==> src/rtl/romSelectPkg.sv <==
package romSelectPkg;

  localparam int CMD_W = 8;

  localparam logic [CMD_W-1:0] CODE_READ    = 8'h33;
  localparam logic [CMD_W-1:0] CODE_MATCH   = 8'h55;
  localparam logic [CMD_W-1:0] CODE_SEARCH  = 8'hF0;
  localparam logic [CMD_W-1:0] CODE_SKIP    = 8'hCC;
  localparam logic [CMD_W-1:0] CODE_RESUME  = 8'hA5;
  localparam logic [CMD_W-1:0] CODE_FSKIP   = 8'h3C;
  localparam logic [CMD_W-1:0] CODE_FMATCH  = 8'h69;

  typedef enum logic [3:0] {
    ST_CMD,
    ST_READ,
    ST_MATCH,
    ST_FMATCH,
    ST_SRCH_TRUE,
    ST_SRCH_CMPL,
    ST_SRCH_PICK,
    ST_FUNC,
    ST_WAIT
  } ctrlState_e;

  typedef struct packed {
    logic cmdShift;
    logic cntClr;
    logic idxClr;
    logic idxInc;
    logic setRc;
    logic clrRc;
    logic setOd;
    logic clrOd;
  } dpStrobe_t;

endpackage

==> src/rtl/romSelectPath.sv <==
module romSelectPath
  import romSelectPkg::*;
#(
  parameter int ID_WIDTH = 64
) (
  input  logic                clk,
  input  logic                rstN,
  input  dpStrobe_t           strobe,
  input  logic                rxBit,
  input  logic [ID_WIDTH-1:0] idValue,
  output logic [CMD_W-1:0]    cmdNext,
  output logic                cmdLast,
  output logic                idBit,
  output logic                idxLast,
  output logic                rcFlag,
  output logic                odMode
);

  localparam int IDX_W = (ID_WIDTH > 1) ? $clog2(ID_WIDTH) : 1;
  localparam int CNT_W = $clog2(CMD_W);
  localparam logic [IDX_W-1:0] LAST_IDX = IDX_W'(ID_WIDTH - 1);
  localparam logic [CNT_W-1:0] LAST_CNT = CNT_W'(CMD_W - 1);

  logic [CMD_W-1:0] cmdReg;
  logic [CNT_W-1:0] cmdCnt;
  logic [IDX_W-1:0] idx;

  // Command bits arrive low bit first, so each new bit enters at the top.
  assign cmdNext = {rxBit, cmdReg[CMD_W-1:1]};
  assign cmdLast = (cmdCnt == LAST_CNT);
  assign idxLast = (idx == LAST_IDX);
  assign idBit   = idValue[idx];

  always_ff @(posedge clk or negedge rstN) begin
    if (!rstN) begin
      cmdReg <= '0;
      cmdCnt <= '0;
    end else if (strobe.cntClr) begin
      cmdCnt <= '0;
    end else if (strobe.cmdShift) begin
      cmdReg <= cmdNext;
      cmdCnt <= cmdCnt + 1'b1;
    end
  end

  always_ff @(posedge clk or negedge rstN) begin
    if (!rstN) begin
      idx <= '0;
    end else if (strobe.idxClr) begin
      idx <= '0;
    end else if (strobe.idxInc) begin
      idx <= idx + 1'b1;
    end
  end

  // Resume flag: a set wins over a clear, although the control never asks for both.
  always_ff @(posedge clk or negedge rstN) begin
    if (!rstN) begin
      rcFlag <= 1'b0;
    end else if (strobe.setRc) begin
      rcFlag <= 1'b1;
    end else if (strobe.clrRc) begin
      rcFlag <= 1'b0;
    end
  end

  always_ff @(posedge clk or negedge rstN) begin
    if (!rstN) begin
      odMode <= 1'b0;
    end else if (strobe.setOd) begin
      odMode <= 1'b1;
    end else if (strobe.clrOd) begin
      odMode <= 1'b0;
    end
  end

  AST_RC_STROBE_EXCL: assert property (@(posedge clk) disable iff (!rstN)
    !(strobe.setRc && strobe.clrRc));

  AST_OD_STROBE_EXCL: assert property (@(posedge clk) disable iff (!rstN)
    !(strobe.setOd && strobe.clrOd));

endmodule

==> src/rtl/romSelectFsm.sv <==
module romSelectFsm
  import romSelectPkg::*;
(
  input  logic             clk,
  input  logic             rstN,
  input  logic             resetPulse,
  input  logic             resetStd,
  input  logic             rxValid,
  input  logic             rxBit,
  input  logic             txTake,
  input  logic [CMD_W-1:0] cmdNext,
  input  logic             cmdLast,
  input  logic             idBit,
  input  logic             idxLast,
  input  logic             rcFlag,
  output dpStrobe_t        strobe,
  output logic             txReady,
  output logic             txBit,
  output logic             funcGo,
  output logic             waitReset
);

  ctrlState_e state, stateNext;

  always_ff @(posedge clk or negedge rstN) begin
    if (!rstN) state <= ST_CMD;
    else       state <= stateNext;
  end

  always_comb begin
    strobe    = '0;
    stateNext = state;
    if (resetPulse) begin
      stateNext     = ST_CMD;
      strobe.cntClr = 1'b1;
      strobe.idxClr = 1'b1;
      strobe.clrOd  = resetStd;
    end else begin
      unique case (state)
        ST_CMD: begin
          if (rxValid) begin
            strobe.cmdShift = 1'b1;
            if (cmdLast) begin
              strobe.idxClr = 1'b1;
              case (cmdNext)
                CODE_READ: begin
                  strobe.clrRc = 1'b1;
                  stateNext    = ST_READ;
                end
                CODE_MATCH: begin
                  strobe.clrRc = 1'b1;
                  stateNext    = ST_MATCH;
                end
                CODE_SEARCH: begin
                  strobe.clrRc = 1'b1;
                  stateNext    = ST_SRCH_TRUE;
                end
                CODE_SKIP: begin
                  strobe.clrRc = 1'b1;
                  stateNext    = ST_FUNC;
                end
                CODE_RESUME: begin
                  stateNext = rcFlag ? ST_FUNC : ST_WAIT;
                end
                CODE_FSKIP: begin
                  strobe.setOd = 1'b1;
                  strobe.clrRc = 1'b1;
                  stateNext    = ST_FUNC;
                end
                CODE_FMATCH: begin
                  strobe.setOd = 1'b1;
                  strobe.clrRc = 1'b1;
                  stateNext    = ST_FMATCH;
                end
                default: stateNext = ST_WAIT;
              endcase
            end
          end
        end
        ST_READ: begin
          if (txTake) begin
            if (idxLast) stateNext     = ST_FUNC;
            else         strobe.idxInc = 1'b1;
          end
        end
        ST_MATCH, ST_FMATCH: begin
          if (rxValid) begin
            if (rxBit != idBit) begin
              stateNext    = ST_WAIT;
              strobe.clrOd = (state == ST_FMATCH);
            end else if (idxLast) begin
              strobe.setRc = 1'b1;
              stateNext    = ST_FUNC;
            end else begin
              strobe.idxInc = 1'b1;
            end
          end
        end
        ST_SRCH_TRUE: begin
          if (txTake) stateNext = ST_SRCH_CMPL;
        end
        ST_SRCH_CMPL: begin
          if (txTake) stateNext = ST_SRCH_PICK;
        end
        ST_SRCH_PICK: begin
          if (rxValid) begin
            if (rxBit != idBit) begin
              stateNext = ST_WAIT;
            end else if (idxLast) begin
              strobe.setRc = 1'b1;
              stateNext    = ST_FUNC;
            end else begin
              strobe.idxInc = 1'b1;
              stateNext     = ST_SRCH_TRUE;
            end
          end
        end
        ST_FUNC, ST_WAIT: stateNext = state;
        default: stateNext = ST_WAIT;
      endcase
    end
  end

  assign txReady   = (state == ST_READ) || (state == ST_SRCH_TRUE) || (state == ST_SRCH_CMPL);
  assign txBit     = (state == ST_SRCH_CMPL) ? ~idBit : idBit;
  assign funcGo    = (state == ST_FUNC);
  assign waitReset = (state == ST_WAIT);

  AST_RESUME_GATED: assert property (@(posedge clk) disable iff (!rstN)
    (state == ST_CMD && rxValid && cmdLast && cmdNext == CODE_RESUME && !resetPulse)
      |=> (funcGo == $past(rcFlag)) && (waitReset == !$past(rcFlag)));

  AST_MATCH_DROP: assert property (@(posedge clk) disable iff (!rstN)
    (state == ST_MATCH && rxValid && rxBit != idBit && !resetPulse) |=> waitReset);

  AST_SKIP_CLEARS_RC: assert property (@(posedge clk) disable iff (!rstN)
    (state == ST_CMD && rxValid && cmdLast && cmdNext == CODE_SKIP && !resetPulse)
      |=> funcGo && !rcFlag);

  AST_WAIT_STICKY: assert property (@(posedge clk) disable iff (!rstN)
    (waitReset && !resetPulse) |=> waitReset);

endmodule

==> src/rtl/romSelectCtrl.sv <==
module romSelectCtrl
  import romSelectPkg::*;
#(
  parameter int ID_WIDTH = 64
) (
  input  logic                clk,
  input  logic                rstN,
  input  logic [ID_WIDTH-1:0] idValue,
  input  logic                resetPulse,
  input  logic                resetStd,
  input  logic                rxValid,
  input  logic                rxBit,
  input  logic                txTake,
  output logic                txReady,
  output logic                txBit,
  output logic                funcGo,
  output logic                waitReset,
  output logic                rcFlag,
  output logic                odMode
);

  dpStrobe_t        strobe;
  logic [CMD_W-1:0] cmdNext;
  logic             cmdLast;
  logic             idBit;
  logic             idxLast;

  romSelectFsm uFsm (
    .clk       (clk),
    .rstN      (rstN),
    .resetPulse(resetPulse),
    .resetStd  (resetStd),
    .rxValid   (rxValid),
    .rxBit     (rxBit),
    .txTake    (txTake),
    .cmdNext   (cmdNext),
    .cmdLast   (cmdLast),
    .idBit     (idBit),
    .idxLast   (idxLast),
    .rcFlag    (rcFlag),
    .strobe    (strobe),
    .txReady   (txReady),
    .txBit     (txBit),
    .funcGo    (funcGo),
    .waitReset (waitReset)
  );

  romSelectPath #(.ID_WIDTH(ID_WIDTH)) uPath (
    .clk    (clk),
    .rstN   (rstN),
    .strobe (strobe),
    .rxBit  (rxBit),
    .idValue(idValue),
    .cmdNext(cmdNext),
    .cmdLast(cmdLast),
    .idBit  (idBit),
    .idxLast(idxLast),
    .rcFlag (rcFlag),
    .odMode (odMode)
  );

  AST_STD_RESET_SLOW: assert property (@(posedge clk) disable iff (!rstN)
    (resetPulse && resetStd) |=> !odMode);

  AST_RESET_KEEPS_RC: assert property (@(posedge clk) disable iff (!rstN)
    resetPulse |=> (rcFlag == $past(rcFlag)));

  AST_RESET_TO_CMD: assert property (@(posedge clk) disable iff (!rstN)
    resetPulse |=> (!funcGo && !waitReset && !txReady));

endmodule

==> config.mk <==
export PLATFORM = sky130hd
export DESIGN_NAME = romSelectCtrl
export DESIGN_NICKNAME = d
export VERILOG_FILES = /design/src/rtl/romSelectPkg.sv /design/src/rtl/romSelectPath.sv /design/src/rtl/romSelectFsm.sv /design/src/rtl/romSelectCtrl.sv
export SDC_FILE = /design/constraint.sdc
export NUM_CORES = 1
export LEC_CHECK = 0
export ABC_AREA = 1
export BUFFER_PORTS_ARGS = -buffer_cell sky130_fd_sc_hd__buf_2
export CAP_MARGIN = 25
export CORE_MARGIN = 2
export CORE_UTILIZATION = 48
export CTS_CLUSTER_DIAMETER = 100
export DETAILED_ROUTE_END_ITERATION = 8
export PLACE_DENSITY = 0.76
export SYNTH_ARGS = -nofsm -noshare
export SYNTH_HDL_FRONTEND = slang
export SYNTH_HIERARCHICAL = 1
export SYNTH_SLANG_ARGS = --single-unit
==> constraint.sdc <==
create_clock -name clk -period 2.9 [get_ports clk]
set_input_delay 0.145 -clock clk [delete_from_list [all_inputs] [get_ports clk]]
set_output_delay 0.145 -clock clk [all_outputs]
set_load 0.03 [all_outputs]
# After elaboration in Yosys (flattened, before gate mapping)
# Cells that the tools add are included.
# W data, S select, Z words.
[word_totals] ff_bits=23 inputBits=71 out_inout_bits=6 wordCells=103
[op_classes] addsub=2 n_lt_le_gt_ge=1 n_eq_ne=26 muxes=51 bitwise=2 n_reduce_logical=15
[ops] op="$mux W4" n=13
[ops] op="$pmux W4 S7" n=1
[ops] op="$eq A8 B8 Y1 const B" n=3
[ops] op="$mux W1" n=24
[ops] op="$pmux W4 S6" n=1
[ops] op="$ne A3 B3 Y1 const B" n=7
[ops] op="$eq A4 B3 Y1 const B" n=4
[ops] op="$eq A8 B6 Y1 const B" n=2
[ops] op="$eq A8 B7 Y1 const B" n=2
[ops] op="$mux W2" n=6
[ops] op="$mux W6" n=2
[ops] op="$eq A4 B2 Y1 const B" n=2
[ops] op="$reduce_and A8 Y1" n=1
[ops] op="$reduce_bool A2 Y1" n=4
[ops] op="$reduce_or A2 Y1" n=4
[ops] op="$lt A6 B7 Y1 const B" n=1
[ops] op="$add A6 B1 Y6 const B" n=1
[ops] op="$bmux W1 S6" n=1
[ops] op="$eq A6 B6 Y1 const B" n=1
[ops] op="$mux W3" n=2
[ops] op="$reduce_or A6 Y1" n=1
[ops] op="$eq A4 B1 Y1 const B" n=1
[ops] op="$eq A4 B4 Y1 const B" n=1
[ops] op="$logic_not A4 Y1" n=1
[ops] op="other kinds (9)" n=11

# Longest topological paths before layout
[depth] ltp_word=9 mapped_depth=17 ltp_nobuf=16

# Modules after synthesis
# Netlist, hierarchy kept.
[modules_own_cells] module="romSelectPath" instances=1 cells_per_inst=263 area_each_um2=1602.8 seq_area_each_um2=450.4
[modules_own_cells] module="romSelectFsm" instances=1 cells_per_inst=151 area_each_um2=794.5 seq_area_each_um2=100.1

# Worst setup path before layout
# Ideal clock, no wire load.
[synth_timing] path_type="reg2reg" from="register uPath.idx[0]" to="register uPath.idx[4]" setup_time_ns=0.077 arrival_time_ns=2.537 t_required_ns=2.823 path_slack_ns=0.285 path_stages_with_launch=17 n_path_buf=2 period_less_slack_ns=2.615 cell_sequence="dfrtp_1 -> buf_6 -> buf_6 -> or2_0 -> nand3_1 -> nand3_1 -> nand3_1 -> nand3_1 -> nand3_1 -> nand2_1 -> xnor2_2 -> a32oi_1 -> nor3_1 -> nor2_1 -> nor3_1 -> o21ai_0 -> a21oi_1"
[synth_rtl] item="start: declaration" line_no="romSelectPath.sv:26" text="logic [IDX_W-1:0] idx;"
[synth_rtl] item="start signal: assignment" line_no="romSelectPath.sv:52" text="idx <= idx + 1'b1;"

==> results.toml <==
[timing]
tns_ps = 0
rsz0062_at_grt = "no"
post-route-period-util = 0.905
fin_crit_ps = 2620
relSlewSlack = 0.607
layout_setup_ws_ps = 277
finalMaxSlewViolations = 0
finalHoldViolations = 0
hold_slack_ps = 172
skew_ps = 3.30
setup_viol = 0
worst_slew_pin_slew_ps = 585
max_freq_mhz = 381

[setup_path]
worst_path_largest_cell_delay_ps = 490
path_common_cell = "nand3_1"
critPathRequiredTime_ps = 3100
crit_type = "flop to flop"
critPathLaunchType = "flop"
worst-path-stages = 15
critPathArrivalTime_ps = 2820
critPathTopFamily = "simple AND/OR/NAND/NOR gates"
ff2ff_path_depth = 15
cp_max_fo = 27
crit_chain = "buf_12, or2_2, nand3_1, nand3_1, nand3_1, nand3_1, nand3_1, nand2_1, xnor2_2, a32oi_1, nor3_1, nor2_1, nor3_1, o21ai_0, a21oi_1"
end_kind = "flop"
cp_num_buf_inv = 1
cp_slowest_cell = "dfrtp_2"

[power]
pwr-share-clk = 0.250
comb_power_share = 0.374
leakagePower_nw = 1.69
swShare = 0.382
pwr-share-seq = 0.376
power.internal_mw = 0.719
irDropWorstVdd_mv = 0.393
power_mw = 1.16
powerDensity_nw_per_um2 = 403
p_switching_mw = 0.445

[hold_path]
hp-class = "input pin to flop"
holdPathStages = 4

[floorplan]
start_util = 0.504
row_count = 25
pin_count = 77
fp.coreArea_um2 = 4750
fp.dieH_um = 74.7
dieArea_um2 = 5580
die_x_um = 74.7

[placement]
portBuffers = 76
dpl_cell_area_um2 = 2800
dpl_worst_slack_ps = 290
gp_congestion = 0.867
dp.cells = 548
dp_hpwl_um = 4850

[logic_synthesis]
ys_warn_count = 6
ys_seq_area_frac = 0.230
syn_area_per_cell_um2 = 5.79
syn_area_um2 = 2400
synth_seq_cells = 22
synthArstFlopShare = 1.00
synth_flop_cell = "dfrtp_1"
ys_types = 35
synth_cells = 414
syn_nets = 488
synth_edf_count = 0

[final_layout]
syn_to_final_growth_pct = 20.5
fill_cells = 479
final_cells = 553
drive_gt1_frac = 0.222
most-common-layout-cells = "121 x nand2_1, 76 x buf_2, 75 x inv_1"
final_common_cell = "nand2_1"
diodes = 0
nets = 561
final_area_um2 = 2890
postLayoutCoreUtil = 0.607

[global_route]
grt_max_degree = 28
grt_antenna_before_repair = 0
grt_pass1_wl_um = 10500
overflow = 0
grt_usage = 0.237
grt_pass1_vias = 2504

[route]
dr.first_iter.drc_count = 237
vias = 2747
drt-pass1-iter-count = 6
wl_per_cell_um = 11.1
ant_nets = 0
viasPerCell = 4.97
drcViolationCount = 0
routed_wirelength_um = 6130

[clock_network]
root_buffer = "clkbuf_8"
clockBufferDepth = 2
insertion_delay_ps = 270
cts_sinks = 22
htree_levels = 1
cts_tree = "done"
clk_pin_slew_worst_paths_ps = 80
post-cts-setup-buffer-count = 0
cts_buffers = 3

[status]
status = "completed"

[job]
cap_violations = 0
path summary, 6_finish.rpt:
| path | start | end | slack [ps] |
|---|---|---|---|
| max reg2reg | uPath/idx[0] | uPath/idx[4] | 280 |
| min reg2reg | uPath/cmdCnt[1] | uPath/cmdCnt[1] | 480 |
| max in group asynchronous | rstN | uPath/idx[0] | 2160 |
| min | resetStd | uPath/odMode | 170 |
| min in group asynchronous | rstN | uFsm/state[3] | 370 |
| max | uPath/idx[0] | uPath/idx[4] | 280 |
synthesized netlist by cell type, types with 2 or more instances:
cell type  instances  area [um2]
nand2_1          121         454
inv_1             75         282
nand3_1           66         330
nor2_1            31         116
dfrtp_1           22         551
a21oi_1           11        55.1
o21ai_0           11        55.1
nor3_1             9        45.0
or2_0              7        43.8
buf_2              6        30.0
buf_6              6        67.6
inv_2              6        22.5
o211ai_1           6        45.0
nand2_2            5        31.3
nand4_1            5        31.3
ha_1               3        37.5
buf_4              2        15.0
nor2_2             2        12.5
nor3_2             2        20.0
o21ai_1            2        10.0
o21bai_1           2        15.0
cell type report:
type / instances / area (um2) / area share
Clock inverter: 1 / 30.0 / 0.0104
Clock buffer: 3 / 41.3 / 0.0143
Tap cell: 67 / 83.8 / 0.0290
Inverter: 82 / 310 / 0.107
Sequential cell: 22 / 552 / 0.191
Timing Repair Buffer: 83 / 448 / 0.155
Multi-Input combinational cell: 295 / 1420 / 0.493
cells by family after synthesis:
family	synth area share
compound gates	0.0856
xor+xnor	0.0104
fa+ha+maj	0.0157
buf+inv	0.177
flops	0.230
mux	0.00470
simple gates	0.477
power by group through the flow:
stage	Sequential [mW]	Clock (mW)	Combinational, mW
after floorplan	0.427	0	0.321
after global routing	0.452	0.308	0.504
after detailed placement	0.445	0	0.433
after CTS	0.438	0.298	0.435
final	0.438	0.291	0.435
after global placement	0.441	0	0.429
per-layer routing:
metal / global-route usage / routed length [um] / vias to the layer above
met5: 0 / 0 / -
met4: 0.0595 / 55 / 0
met3: 0.0308 / 315 / 6
met2: 0.392 / 2830 / 83
met1: 0.329 / 2930 / 1212
li1: - / - / 1446
worst register-to-register path, stage by stage, from the launching register on:
cell     delay (ps)
dfrtp_2         490
buf_12          190
or2_2           290
nand3_1          70
nand3_1          70
nand3_1          80
nand3_1          80
nand3_1          90
nand2_1         120
xnor2_2         190
a32oi_1         110
nor3_1          190
nor2_1          120
nor3_1          220
o21ai_0         110
a21oi_1         120
flip-flops by register name, summed over array words and instances (netlist names):
| signal | flops |
|---|---|
| uPath/idx | 6 |
| uFsm/state | 4 |
| uPath/odMode | 1 |
| uPath/rcFlag | 1 |
| uPath/cmdCnt | 3 |
| uPath/cmdReg | 7 |
timing repair:
action,4_1_cts,5_1_grt
resized for setup,0,3
hold buffers,1,0
setup endpoints to repair,0,2
hold endpoints to repair,22,0
(Power assumes the default switching activity.)
